$ cat src/rtl/cst_pkg.sv
`timescale 1ns/1ps
package cst_pkg;
  // fixed pre-divide of the system clock ahead of the programmable stage: 2**3 = 8
  localparam int DIV_LOG2 = 3;

  typedef enum logic {
    SYNC_AT_SOF = 1'b0,
    SYNC_AT_EOF = 1'b1
  } sync_edge_e;
endpackage

$ cat src/rtl/cst_prescaler.sv
`timescale 1ns/1ps
module cst_prescaler #(
  parameter int PSC_W    = 8,
  parameter int DIV_LOG2 = 3
) (
  input  logic             clk,
  input  logic             rst,
  input  logic             en_i,
  input  logic [PSC_W-1:0] psc_i,
  output logic             tick_o
);
  localparam int CNT_W = PSC_W + DIV_LOG2;

  logic [CNT_W-1:0] cnt_q;
  logic [PSC_W-1:0] psc_act_q;
  logic [CNT_W-1:0] last_w;

  // terminal count 8*(P+1)-1 equals P followed by DIV_LOG2 ones
  assign last_w = {psc_act_q, {DIV_LOG2{1'b1}}};
  assign tick_o = en_i && (cnt_q == last_w);

  always_ff @(posedge clk) begin
    if (rst) begin
      cnt_q     <= '0;
      psc_act_q <= '0;
    end else if (!en_i) begin
      cnt_q     <= '0;
      psc_act_q <= psc_i;
    end else if (tick_o) begin
      cnt_q     <= '0;
      psc_act_q <= psc_i;
    end else begin
      cnt_q <= cnt_q + 1'b1;
    end
  end
endmodule

$ cat src/rtl/cst_timebase.sv
`timescale 1ns/1ps
module cst_timebase #(
  parameter int TIMER_W = 16
) (
  input  logic               clk,
  input  logic               rst,
  input  logic               en_i,
  input  logic               tick_i,
  input  logic               clr_i,
  output logic [TIMER_W-1:0] count_o,
  output logic               ovf_o
);
  localparam logic [TIMER_W-1:0] ALL_ONES = '1;

  logic wrap_w;
  assign wrap_w = en_i && tick_i && (count_o == ALL_ONES);

  always_ff @(posedge clk) begin
    if (rst || !en_i) begin
      count_o <= '0;
    end else if (tick_i) begin
      count_o <= count_o + 1'b1;
    end
  end

  // set has priority over the software clear
  always_ff @(posedge clk) begin
    if (rst) begin
      ovf_o <= 1'b0;
    end else if (wrap_w) begin
      ovf_o <= 1'b1;
    end else if (clr_i) begin
      ovf_o <= 1'b0;
    end
  end
endmodule

$ cat src/rtl/cst_capture.sv
`timescale 1ns/1ps
module cst_capture #(
  parameter int W = 16
) (
  input  logic         clk,
  input  logic         rst,
  input  logic         load_i,
  input  logic [W-1:0] d_i,
  output logic [W-1:0] q_o
);
  always_ff @(posedge clk) begin
    if (rst) begin
      q_o <= '0;
    end else if (load_i) begin
      q_o <= d_i;
    end
  end
endmodule

$ cat src/rtl/can_stamp_timer.sv
`timescale 1ns/1ps
module can_stamp_timer #(
  parameter int NUM_OBJ = 6,
  parameter int TIMER_W = 16,
  parameter int PSC_W   = 8
) (
  input  logic                       clk,
  input  logic                       rst,
  input  logic                       can_en_i,
  input  logic [PSC_W-1:0]           psc_i,
  input  logic [NUM_OBJ-1:0]         rx_ok_i,
  input  logic [NUM_OBJ-1:0]         tx_ok_i,
  input  logic                       sof_i,
  input  logic                       eof_i,
  input  logic                       ttc_en_i,
  input  logic                       sync_on_eof_i,
  input  logic                       ovf_clr_i,
  output logic [TIMER_W-1:0]         timer_o,
  output logic [NUM_OBJ*TIMER_W-1:0] stamp_o,
  output logic [TIMER_W-1:0]         sync_o,
  output logic                       ovf_o
);
  import cst_pkg::*;

  logic       tick_w;
  logic       sync_hit_w;
  sync_edge_e edge_sel_w;

  cst_prescaler #(.PSC_W(PSC_W), .DIV_LOG2(DIV_LOG2)) u_presc (
    .clk    (clk),
    .rst    (rst),
    .en_i   (can_en_i),
    .psc_i  (psc_i),
    .tick_o (tick_w)
  );

  cst_timebase #(.TIMER_W(TIMER_W)) u_tbase (
    .clk     (clk),
    .rst     (rst),
    .en_i    (can_en_i),
    .tick_i  (tick_w),
    .clr_i   (ovf_clr_i),
    .count_o (timer_o),
    .ovf_o   (ovf_o)
  );

  // stamps sample the registered counter, i.e. the pre-increment value
  for (genvar g = 0; g < NUM_OBJ; g++) begin : g_obj
    cst_capture #(.W(TIMER_W)) u_stamp (
      .clk    (clk),
      .rst    (rst),
      .load_i (rx_ok_i[g] | tx_ok_i[g]),
      .d_i    (timer_o),
      .q_o    (stamp_o[g*TIMER_W +: TIMER_W])
    );
  end

  assign edge_sel_w = sync_edge_e'(sync_on_eof_i);
  assign sync_hit_w = ttc_en_i && ((edge_sel_w == SYNC_AT_EOF) ? eof_i : sof_i);

  cst_capture #(.W(TIMER_W)) u_sync (
    .clk    (clk),
    .rst    (rst),
    .load_i (sync_hit_w),
    .d_i    (timer_o),
    .q_o    (sync_o)
  );
endmodule

$ cat config.mk
export PLATFORM = sky130hd
export DESIGN_NAME = can_stamp_timer
export DESIGN_NICKNAME = d
export VERILOG_FILES = /design/src/rtl/cst_pkg.sv /design/src/rtl/cst_prescaler.sv /design/src/rtl/cst_timebase.sv /design/src/rtl/cst_capture.sv /design/src/rtl/can_stamp_timer.sv
export SDC_FILE = /design/constraint.sdc
export NUM_CORES = 1
export LEC_CHECK = 0
export ABC_AREA = 1
export BUFFER_PORTS_ARGS = -buffer_cell sky130_fd_sc_hd__buf_4
export CAP_MARGIN = 20
export CORE_MARGIN = 2
export CORE_UTILIZATION = 45
export CTS_CLUSTER_DIAMETER = 30
export DETAILED_ROUTE_END_ITERATION = 12
export GPL_TIMING_DRIVEN = 0
export PLACE_DENSITY = 0.78
export SYNTH_ARGS = -nofsm -noshare
export SYNTH_HDL_FRONTEND = slang
export SYNTH_HIERARCHICAL = 1
export SYNTH_SLANG_ARGS = --single-unit
export TNS_END_PERCENT = 50
$ cat constraint.sdc
create_clock -name clk -period 2.9 [get_ports clk]
set_input_delay 0.435 -clock clk [delete_from_list [all_inputs] [get_ports clk]]
set_output_delay 0.435 -clock clk [all_outputs]
set_load 0.1 [all_outputs]
# --- Yosys cells after proc, flatten, opt, wreduce, memory -nomap -nowiden ---
# Index checks and enable logic that the tools add are counted.
totals:
  register_bits: 148
  input_bits: 28
op_classes:
  add_sub_neg: 2
  eq_ne: 3
  muxes: 5
  bitwise_logic: 7
  n_reduce_logical: 8
ops:
  columns: ["operator", "count"]
  rows:
  - ["16-bit by 1-bit adder with 16-bit output (second input constant)", 1]
  - ["16-bit == test (second input constant)", 1]
  - ["8-bit 2-to-1 mux", 2]
  - ["11-bit by 1-bit adder with 11-bit output (second input constant)", 1]
  - ["11-bit == test", 1]
  - ["1-bit bitwise OR", 6]
  - ["1-bit logical AND", 4]
  - ["1-bit 2-to-1 mux", 3]
  - ["3-bit OR reduction", 1]
  - ["2-bit by 1-bit inequality test with 1-bit output (second input constant)", 1]
  - ["2-bit nonzero test", 1]
  - ["1-bit zero test", 1]
  - ["1-bit logical OR", 1]
  - ["1-bit inverter", 1]

# --- Logic depth before layout (Yosys ltp) ---
# Gate-level depths: netlist of the first run.
logic_depth:
  depth_word: 5
  depth_mapped: 14
  depth_no_buf: 13

# --- By module ---
# Netlist of the first run, hierarchy kept.
modules_own_cells:
  columns: ["module", "n_inst", "cells_each", "area_each_um2", "seq_area_each_um2"]
  rows:
  - ["cst_capture", 7, 101, 670.6, 320.3]
  - ["cst_prescaler", 1, 147, 1017.2, 380.4]
  - ["cst_timebase", 1, 134, 917.1, 340.3]
  - ["can_stamp_timer", 1, 11, 58.8, 0.0]

# --- Worst setup path after synthesis of the first run ---
# OpenSTA, ideal clock, no wires.
synth_path:
  kind: "flip-flop to flip-flop"
  start: "reg u_tbase.count_o[1]"
  end: "reg u_tbase.count_o[6]"
  setup_time_ns: 0.120
  arrival_time_ns: 2.038
  required_time_ns: 2.780
  setup_slack_ns: 0.742
  path_stages_with_launch: 7
  path_buffers: 0
  synth_period_minus_slack_ns: 2.158
  path_cell_list: "dfxtp_1 ha_1 nand3_1 nor2_1 nand2_1 o21ai_0 nor2_1"
synth_via:
  elab_chain_cells: 1
synth_rtl:
  columns: ["element", "line", "text"]
  rows:
  - ["from (decl)", "cst_timebase.sv:10", "output logic [TIMER_W-1:0] count_o,"]
  - ["from (signal assigned)", "cst_timebase.sv:22", "count_o <= count_o + 1'b1;"]
  - ["16-bit by 1-bit adder with 16-bit output", "cst_timebase.sv:22", null]
# Every way passes these cells.
# A chain may end at the register's enable or synchronous reset.

# --- Final worst setup path of the first run ---
layout_path:
  start: "reg u_presc.cnt_q[0]"
  end: "reg u_tbase.count_o[13]"
layout_via:
  elab_chain_cells: 2
layout_rtl:
  columns: ["element", "line", "text"]
  rows:
  - ["from (decl)", "cst_prescaler.sv:14", "logic [CNT_W-1:0] cnt_q;"]
  - ["from (signal assigned)", "cst_prescaler.sv:33", "cnt_q <= cnt_q + 1'b1;"]
  - ["11-bit == test", "cst_prescaler.sv:20", "assign tick_o = en_i && (cnt_q == last_w);"]
  - ["1-bit logical AND", "cst_prescaler.sv:20", null]
  - ["named net tick_w", "can_stamp_timer.sv:25", "logic tick_w;"]
# The timed path passes the listed nets, and every way through them passes these cells.

==> results of run 1 <==
[worst max-delay path: stages (launching register included)]
cell and delay, ps:
dfxtp_1 360, ha_1 190, nand2_1 120, nor3_1 190, nand3_1 100, nor3b_1 260
buf_4 220, inv_2 90, nor2_4 140, nand2_4 80, nor2_8 110, nand3_1 80
nand2_1 90, nor2_1 40
[stage by stage]
stage / instance area, µm² / setup slack (ps)
final: 8800 / 731
after global placement: 8090 / 728
after detailed placement: 8090 / 723
after global routing: 8800 / 550
after floorplan: 6690 / 742
after CTS: 8800 / 765
[sequential cells by signal (all words and copies together), names as in the netlist]
name and flops:
g_obj.u_stamp/q_o 96, u_presc/cnt_q 11, u_tbase/count_o 16, u_presc/psc_act_q 8, u_tbase/ovf_o 1, u_sync/q_o 16
[layout make-up]
type	instances	share of cell area (%)
buffer	34	3.79
multi-input combinational	664	32.0
tap	184	2.61
inverter	153	6.52
clock inverter	12	2.83
clock buffer	20	5.30
timing repair buffer	156	13.3
sequential	148	33.7
[cells by family after synthesis]
| logic type | count (synthesis) | synth area share, % |
|---|---|---|
| AOI/OAI and AO/OA | 25 | 1.96 |
| xor gates and xnor gates | 10 | 1.31 |
| adders and majority gates | 2 | 0.374 |
| buffers and inverters | 187 | 13.6 |
| DFF | 148 | 44.3 |
| and+or+nand+nor | 627 | 38.5 |
[how the worst max path moves through the flow]
stage                               end  cells after the start               start  slack, ps
floorplan            u_tbase/count_o[6]                      6  u_tbase/count_o[1]        740
global placement    u_tbase/count_o[13]                     12            can_en_i        730
detailed placement  u_tbase/count_o[13]                     12            can_en_i        720
CTS                 u_tbase/count_o[13]                     13    u_presc/cnt_q[0]        770
global route        u_tbase/count_o[12]                     12    u_presc/cnt_q[0]        550
finish              u_tbase/count_o[13]                     13    u_presc/cnt_q[0]        730
[layer usage]
metal | up-vias | wire [µm]
met4 | 0 | 344
met3 | 28 | 1160
li1 | 3274 | -
met1 | 2804 | 7500
met2 | 207 | 8590
met5 | - | 0
[power by group]
group          leakage [nW]  internal, mW  switching (mW)
Sequential             1.21          2.11          0.0456
Clock                 0.346          1.77           0.868
Combinational          2.86         0.231           0.706
[cells in the mapped netlist (4+ instances only)]
cell       n
buf_4      8
nand3_2    4
nor2_1   271
nor2_4     4
a21oi_1   19
nor2_2    17
nand2_2    4
o21ai_0    4
inv_2      4
nor3_1     7
dfxtp_1  148
nand3_1   20
inv_1    148
or2_1      6
buf_6     23
nand2_1  284
xor2_1     7
==> impl_metrics.json, run 1 <==
{
  "crit_type": "reg -> reg",
  "netlist_area_um2": 6690,
  "status": "complete, no violations",
  "clk-insertion-delay-late_ps": 420,
  "drc": 0,
  "setup_violations": 0,
  "finalHoldViolations": 0,
  "syn_area_per_cell_um2": 6.69,
  "regArea_um2": 2960,
  "ant_nets": 0,
  "busiest_layer": "met2",
  "synth_cell_types": 31,
  "r2r_cells": 13,
  "gr-usage-met3_pct": 5.18,
  "end_kind": "flip-flop",
  "rows": 44,
  "antenna_found_initial": 0,
  "yosysWarnings": 6,
  "gp_congestion": 0.858,
  "yosys-top-cells-area": "dfxtp_1 (44%), nand2_1 (16%), nor2_1 (15%), inv_1 (8.3%), buf_6 (3.9%)",
  "pwr_density_cell_nw_per_um2": 651,
  "place_inst": 1339,
  "via_count": 6313,
  "syn_nets": 1029,
  "drv_slew": 0,
  "crit_arrival_ps": 2480,
  "die_h_um": 126,
  "r2r-start": "u_presc/cnt_q[0]",
  "worstSetupStartpointType": "flip-flop",
  "worstHoldPathCells": 3,
  "io_pins": 157,
  "finalSetupTns_ps": 0,
  "worstPathMaxFanout": 9,
  "dp_hpwl_mm": 11.7,
  "grt_pass1_wl_mm": 27.6,
  "async_flop_share_pct": 0,
  "gr-total-overflow": 0,
  "ctsHoldBuffers": 0,
  "final_common_cell": "nand2_1",
  "final_nets": 1204,
  "ys_ff_latch": 148,
  "max-clock-path-buffers": 2,
  "multi_input_area_um2": 2820,
  "nFillCells": 1332,
  "cts_made_buffers": 17,
  "clock_sinks": 148,
  "path_clk_slew_ps": 60,
  "port_buffers": 156,
  "maxCapViolations": 0,
  "cts_resized": 0,
  "die-area_um2": 15900,
  "yosysTopAreaCell": "dfxtp_1",
  "wl_per_cell_um": 12.8,
  "mostFrequentLayoutCells": "nand2_1 (284), nor2_1 (271), buf_4 (164), inv_1 (148), dfxtp_1 (148)",
  "grt_usage_pct": 22.0,
  "die_w_um": 126,
  "floorplan.initialDensity_pct": 46.0,
  "drive_above_1_share_pct": 21.9,
  "grt_pass1_vias": 5591,
  "synth_cells": 999,
  "reg2reg_to": "u_tbase/count_o[13]",
  "post-route-period-util_pct": 74.8,
  "cts-root-buf": "clkbuf_16",
  "ctsHtreeMaxLevel": 4,
  "clock_skew_ps": 8.40,
  "final_util_pct": 60.6,
  "grt_max_degree": 17,
  "rsz0062_at_grt": "false",
  "synth_top_area_share_pct": 44.3,
  "grtUsageMet2_pct": 38.2,
  "antennaDiodeCount": 0,
  "routed_wl_mm": 17.6,
  "via_per_inst": 4.60,
  "min_from": "psc_i[3]",
  "relSlewSlack_pct": 48.5,
  "cts_tree": "yes",
  "stdcell_count": 1371,
  "drt_iter0_drc": 471,
  "ys_seq_area_share_pct": 44.3,
  "hold_slack_ps": 233,
  "rrSetupSlack_ps": 730,
  "p_total_mw": 5.73,
  "worstPathRequired_ps": 3210,
  "synth_edf_count": 0,
  "worstHoldPathType": "in -> reg",
  "core_area_um2": 14500,
  "min_to": "u_presc/psc_act_q[3]",
  "grt_use_met1_pct": 26.5,
  "synthToLayoutAreaGrowth_pct": 31.7,
  "first_pass_iters": 6,
  "yosys_most_used_dff": "dfxtp_1",
  "postCtsSetupRepairBufs": 0,
  "timing.fmax_mhz": 461,
  "worstMarginPinSlew_ps": 772,
  "p_leak_nw": 4.41,
  "period_needed_ps": 2170,
  "peakVddDrop_v": 0.000453
}
No activity file was read; power rests on OpenSTA's default activity.
==> run 2: changes to the inputs <==
--- a/config.mk
+++ b/config.mk
@@ -5,7 +5,7 @@
 export SDC_FILE = /design/constraint.sdc
 export NUM_CORES = 1
 export LEC_CHECK = 0
-export ABC_AREA = 1
+export ABC_AREA = 0
 export BUFFER_PORTS_ARGS = -buffer_cell sky130_fd_sc_hd__buf_4
 export CAP_MARGIN = 20
 export CORE_MARGIN = 2
@@ -13,7 +13,7 @@
 export CTS_CLUSTER_DIAMETER = 30
 export DETAILED_ROUTE_END_ITERATION = 12
 export GPL_TIMING_DRIVEN = 0
-export PLACE_DENSITY = 0.78
+export PLACE_DENSITY = 0.79
 export SYNTH_ARGS = -nofsm -noshare
 export SYNTH_HDL_FRONTEND = slang
 export SYNTH_HIERARCHICAL = 1
==> constraint.sdc (replaced) <==
create_clock -name clk -period 2 [get_ports clk]
set_input_delay 0.3 -clock clk [delete_from_list [all_inputs] [get_ports clk]]
set_output_delay 0.3 -clock clk [all_outputs]
set_load 0.1 [all_outputs]
==> run 2 against run 1 <==
  * The run now ends with setup timing left
  * Die area is 9.4% lower
  * Power rose by 13%
  * Clock power up 17%
  * Global-route usage increased by 0.11 points
  * Largest power group unchanged
  * Routed wire length is 10% lower
  * Area after synthesis fell by 9.7%
  * Largest cell class unchanged
  * Cell area fell by 6.4%
==> impl_metrics.json, run 2 <==
{
  "status": "complete, but fails checks",
  "failed_checks": "setup timing",
  "die_w_um": 120,
  "drt_iter0_drc": 226,
  "die-area_um2": 14400,
  "synth-simple-area-share_pct": 18.2,
  "setup_ws_ps": -168,
  "netlist_area_um2": 6040,
  "rsz0062_at_grt": "true",
  "gp_congestion": 0.831,
  "peakVddDrop_v": 0.000564,
  "finalHoldViolations": 0,
  "crit_path_end": "u_tbase/count_o[11]",
  "setup_violations": 11,
  "cts_made_buffers": 17,
  "worstHoldPathCells": 4,
  "p_int_mw": 5.10,
  "drive_above_1_share_pct": 31.9,
  "port_buffers": 156,
  "synth_xor_area_share_pct": 3.04,
  "drv_slew": 0,
  "synth_edf_count": 0,
  "regMostFlops": "g_obj.u_stamp/q_o",
  "synthAdderAreaFrac_pct": 0.414,
  "dp_hpwl_mm": 11.0,
  "floorplan.initialDensity_pct": 45.8,
  "wl_per_cell_um": 16.2,
  "reg_top3": "g_obj.u_stamp/q_o (96), u_sync/q_o (16), u_tbase/count_o (16)",
  "synth_cell_types": 39,
  "routed_wl_mm": 15.8,
  "first_pass_iters": 4,
  "antennaDiodeCount": 0,
  "relSlewSlack_pct": 38.4,
  "hold_slack_ps": 168,
  "yosysWarnings": 6,
  "cts-root-buf": "clkbuf_16",
  "post-route-period-util_pct": 108,
  "maxCapViolations": 0,
  "end_kind": "flip-flop",
  "r2r-start": "u_presc/psc_act_q[6]",
  "synth_commonest_cells": "dfxtp_1 (148), nor2_1 (140), mux2i_1 (118)",
  "clk-insertion-delay-late_ps": 410,
  "rows": 42,
  "crit_start": "u_presc/psc_act_q[6]",
  "die_h_um": 120,
  "ys_ff_latch": 148,
  "r2r_cells": 7,
  "combPwrFrac_pct": 6.1,
  "antenna_found_initial": 0,
  "stdcell_count": 976,
  "p_sw_mw": 1.37,
  "clock_sinks": 148,
  "synth_top_family_by_area": "multiplexers",
  "finalSetupTns_ps": -1200,
  "ctsHtreeMaxLevel": 4,
  "core_area_um2": 13200,
  "seqPwrFrac_pct": 46.0,
  "grt_pass1_wl_mm": 25.0,
  "worstMarginPinSlew_ps": 917,
  "io_pins": 157,
  "worstSetupStartpointType": "flip-flop",
  "synth_compound_area_share_pct": 3.75,
  "final_nets": 818,
  "synthToLayoutAreaGrowth_pct": 36.5,
  "final_common_cell": "buf_4",
  "via_count": 5070,
  "grt_pass1_vias": 5033,
  "rrSetupSlack_ps": -170,
  "p_leak_nw": 3.89,
  "worstHoldPathType": "in -> reg",
  "async_flop_share_pct": 0,
  "drc": 0,
  "largest_reg_flops": 96,
  "clock_skew_ps": 8.42,
  "syn_area_per_cell_um2": 10.1,
  "period_needed_ps": 2170,
  "ctsHoldBuffers": 0,
  "gr-total-overflow": 0,
  "sw_frac_of_total_pct": 21.2,
  "worstPathRequired_ps": 2330,
  "crit_arrival_ps": 2500,
  "crit_type": "reg -> reg",
  "grt_max_degree": 17,
  "worstPathMaxFanout": 7,
  "place_inst": 933,
  "yosys-top-cells-area": "dfxtp_1 (49%), mux2i_1 (20%), nor2_1 (8.7%), buf_12 (2.3%), buf_6 (1.7%)",
  "pwr_density_cell_nw_per_um2": 785,
  "yosys_most_used_dff": "dfxtp_1",
  "ant_nets": 0,
  "muxShareOfSynthArea_pct": 19.6,
  "clockPowerShare_pct": 47.9,
  "yosysTopAreaCell": "dfxtp_1",
  "cts_tree": "yes",
  "timing.fmax_mhz": 461,
  "synth_most_common_cell": "dfxtp_1",
  "max-clock-path-buffers": 2,
  "mostFrequentLayoutCells": "buf_4 (167), nor2_1 (139), dfxtp_1 (137), mux2i_1 (118), nand2_1 (24)",
  "syn_nets": 631,
  "synth_cells": 601,
  "synth_top_area_share_pct": 49.0,
  "via_per_inst": 5.19,
  "path_clk_slew_ps": 60,
  "reg2reg_to": "u_tbase/count_o[11]",
  "grt_usage_pct": 22.1,
  "ys_seq_area_share_pct": 49.0
}
run 2: final cells by class:
| class | instances | area [µm²] |
|---|---|---|
| fill | 1070 | 4950 |
| sequential | 148 | 2980 |
| multi-input combinational | 409 | 2830 |
| timing repair buffer | 169 | 1280 |
| clock buffer | 22 | 484 |
| buffer | 39 | 338 |
| tap | 176 | 220 |
| clock inverter | 9 | 103 |
| inverter | 4 | 15.0 |
run 2: what timing repair did:
action / in CTS / in global routing
pin swaps: 9 / 4
setup buffers: 11 / 2
resized for setup: 9 / 9
setup endpoints to repair: 14 / 18
run 2: cell families (layout without fill, tap and decap cells):
| group | after synthesis | in the layout |
|---|---|---|
| multiplexers | 118 | 118 |
| AND/OR/NAND/NOR | 236 | 236 |
| adder cells (fa/ha/maj) | 2 | 2 |
| buffers and inverters | 44 | 243 |
| AO/OA/AOI/OAI | 32 | 32 |
| flip-flops | 148 | 148 |
| XOR/XNOR | 21 | 21 |
run 2: worst min path at each step:
| stage | slack [ps] | from | end |
|---|---|---|---|
| floorplan | 420 | u_presc/cnt_q[0] | u_presc/cnt_q[0] |
| global placement | 430 | u_presc/cnt_q[0] | u_presc/cnt_q[0] |
| detailed placement | 440 | u_presc/cnt_q[0] | u_presc/cnt_q[0] |
| CTS | 140 | ovf_clr_i | u_tbase/ovf_o |
| global route | 170 | ovf_clr_i | u_tbase/ovf_o |
| finish | 170 | ovf_clr_i | u_tbase/ovf_o |
run 2: routing by layer:
layer / share of wire (%) / GRT usage, %
met3: 5.0 / 4.90
met4: 2.1 / 9.04
met2: 51 / 38.7
met5: 0 / 0
met1: 42 / 26.2
run 2: metrics by stage:
step           total power [mW]  area, µm²  util (%)  worst slack (ps)
2_1_floorplan              3.32       6100         -              -188
3_3_place_gp               3.41       7490      56.8              -416
3_5_place_dp               3.42       7490      56.8              -492
4_1_cts                    6.50       8180      62.0              -173
5_1_grt                    6.69       8240      62.5              -246
6_report                   6.47       8240      62.5              -168
run 2: worst max-delay path: stages (launching register included):
cell	delay, ps
dfxtp_2	320
xor2_1	160
or3_4	410
nor2_4	120
and3_4	250
nand4_4	180
or4_1	490
a21oi_1	150
run 2: power groups by stage:
stage	clock network, mW	logic [mW]	registers (mW)
after detailed placement	0	0.377	3.04
after CTS	3.13	0.390	2.98
after global placement	0	0.365	3.04
after global routing	3.29	0.425	2.98
after floorplan	0	0.282	3.04
final	3.10	0.396	2.98
==> run 3: changes to the inputs <==
--- a/config.mk
+++ b/config.mk
@@ -13,7 +13,7 @@
 export CTS_CLUSTER_DIAMETER = 30
 export DETAILED_ROUTE_END_ITERATION = 12
 export GPL_TIMING_DRIVEN = 0
-export PLACE_DENSITY = 0.79
+export PLACE_DENSITY = 0.81
 export SYNTH_ARGS = -nofsm -noshare
 export SYNTH_HDL_FRONTEND = slang
 export SYNTH_HIERARCHICAL = 1
==> constraint.sdc (replaced) <==
create_clock -name clk -period 1.8 [get_ports clk]
set_input_delay 0.27 -clock clk [delete_from_list [all_inputs] [get_ports clk]]
set_output_delay 0.27 -clock clk [all_outputs]
set_load 0.1 [all_outputs]
==> run 3 against run 2 <==
  * Highest routed layer unchanged
  * Die area unchanged
  * Sequential share of layout area decreased by 0.11 points
  * The flow still finishes with violations (setup timing)
  * Worst hold slack got worse by 59 ps
==> impl_metrics.json, run 3 (synthesis results as in run 2) <==
{
  "r2r-start": "u_presc/cnt_q[9]",
  "synthToLayoutAreaGrowth_pct": 37.7,
  "grt_usage_pct": 21.4,
  "final_common_cell": "buf_4",
  "gr-total-overflow": 0,
  "wl_per_cell_um": 15.7,
  "setup_ws_ps": -328,
  "grt_pass1_wl_mm": 24.2,
  "clk-insertion-delay-late_ps": 410,
  "die_w_um": 120,
  "finalHoldViolations": 0,
  "grt_max_degree": 17,
  "rows": 42,
  "drt_iter0_drc": 295,
  "crit_arrival_ps": 2470,
  "period_needed_ps": 2130,
  "regMostFlops": "g_obj.u_stamp/q_o",
  "mostFrequentLayoutCells": "buf_4 (167), nor2_1 (139), dfxtp_1 (124), mux2i_1 (118), nand2_1 (23)",
  "cp_slowest_stage_delay_ps": 570,
  "die_h_um": 120,
  "rsz0062_at_grt": "true",
  "drive_above_1_share_pct": 33.6,
  "p_total_mw": 7.37,
  "worstPathMaxFanout": 7,
  "critPathBufInv": 0,
  "cp_slowest_cell": "or4_4",
  "path_cells": "xor2_1 > or3_4 > nor2_4 > and3_4 > nand3_4 > or4_4 > a21oi_2",
  "relSlewSlack_pct": 42.3,
  "routed_wl_mm": 15.3,
  "cts_made_buffers": 17,
  "final_nets": 819,
  "maxCapViolations": 0,
  "worstSetupStartpointType": "flip-flop",
  "floorplan.initialDensity_pct": 45.8,
  "timing.fmax_mhz": 470,
  "antenna_found_initial": 0,
  "worstPathRequired_ps": 2140,
  "cts-root-buf": "clkbuf_16",
  "peakVddDrop_v": 0.000611,
  "critical-path-top-delay-family": "simple AND/OR/NAND/NOR gates",
  "status": "complete, but fails checks",
  "via_per_inst": 5.08,
  "min_from": "ovf_clr_i",
  "via_count": 4957,
  "failed_checks": "setup timing",
  "gp_congestion": 0.794,
  "drv_slew": 0,
  "dp_hpwl_mm": 10.3,
  "setup_violations": 18,
  "final_util_pct": 63.1,
  "ctsHtreeMaxLevel": 4,
  "crit_type": "reg -> reg",
  "post-route-period-util_pct": 118,
  "io_pins": 157,
  "p_leak_nw": 3.95,
  "nFillCells": 1067,
  "worstMarginPinSlew_ps": 859,
  "largest_reg_flops": 96,
  "clock_sinks": 148,
  "crit_start": "u_presc/cnt_q[9]",
  "worstHoldPathType": "in -> reg",
  "core_area_um2": 13200,
  "end_kind": "flip-flop",
  "cts_tree": "yes",
  "die-area_um2": 14400,
  "max-clock-path-buffers": 2,
  "first_pass_iters": 5,
  "antennaDiodeCount": 0,
  "port_buffers": 156,
  "path_clk_slew_ps": 60,
  "reg_top3": "g_obj.u_stamp/q_o (96), u_sync/q_o (16), u_tbase/count_o (16)",
  "grt_pass1_vias": 4694,
  "ant_nets": 0,
  "drc": 0,
  "clock_skew_ps": 5.40,
  "ctsHoldBuffers": 0,
  "pwr_density_cell_nw_per_um2": 885
}
-- run 3: changes by cell type in the layout (fill, tap and decap cells not counted), sizes merged --
cell	delta
buf	+1
clkbuf	-2
clkinvlp	-3
clkinv	+2
bufinv	+2
-- run 3: routing by layer --
metal  global-route usage, %  up-vias  wire, µm
met4                    7.72        0       242
met1                    25.5     2352      6490
li1                        -     2421         -
met3                    5.47       22       858
met5                       0        -         0
met2                    37.2      162      7710
-- run 3: worst min-delay path, cell delays in order --
cell and delay, ps:
buf_4 80, nor2_1 30, nand2_1 50, o21ai_1 50
-- run 3: power by group --
part / leakage, nW / internal, mW / switching [mW] / total, mW
logic: 2.44 / 0.209 / 0.230 / 0.439
registers: 1.21 / 3.29 / 0.0137 / 3.31
clock network: 0.299 / 2.33 / 1.29 / 3.62
total: 3.95 / 5.84 / 1.53 / 7.37
-- run 3: stage by stage --
stage          hold slack, ps  instance area [µm²]  TNS [ps]  worst slack, ps  cells
3_3_place_gp              426                 7500     -8270             -649    933
5_1_grt                   104                 8320     -5740             -413    976
4_1_cts                  95.6                 8250     -3890             -345    972
3_5_place_dp              441                 7500     -8930             -656    933
6_report                  109                 8320     -3600             -328    976
2_1_floorplan             414                 6110     -3720             -388    601
-- run 3: layout make-up --
class,count,area (µm²),share of cell area (%)
clock buffer,20,447,5.37
tap,176,220,2.65
timing repair buffer,170,1290,15.5
sequential,148,3000,36.0
inverter,4,15.0,0.180
clock inverter,10,158,1.89
multi-input combinational,409,2860,34.3
buffer,39,338,4.06
-- run 3: path summary, 6_finish.rpt --
path	end	slack, ps	depth (start not counted)
setup / recovery	u_tbase/count_o[8]	-330	7
hold / removal	u_tbase/ovf_o	110	4
setup reg to reg	u_tbase/count_o[8]	-330	7
hold reg to reg	u_presc/cnt_q[0]	440	1
-- run 3: what timing repair did --
| action | in CTS | in global routing |
|---|---|---|
| hold endpoints to repair | 0 | 0 |
| setup buffers | 10 | 4 |
| gates cloned | 0 | 0 |
| resized for setup | 20 | 13 |
| endpoints found under the setup margin | 30 | 32 |
| pin swaps | 11 | 7 |
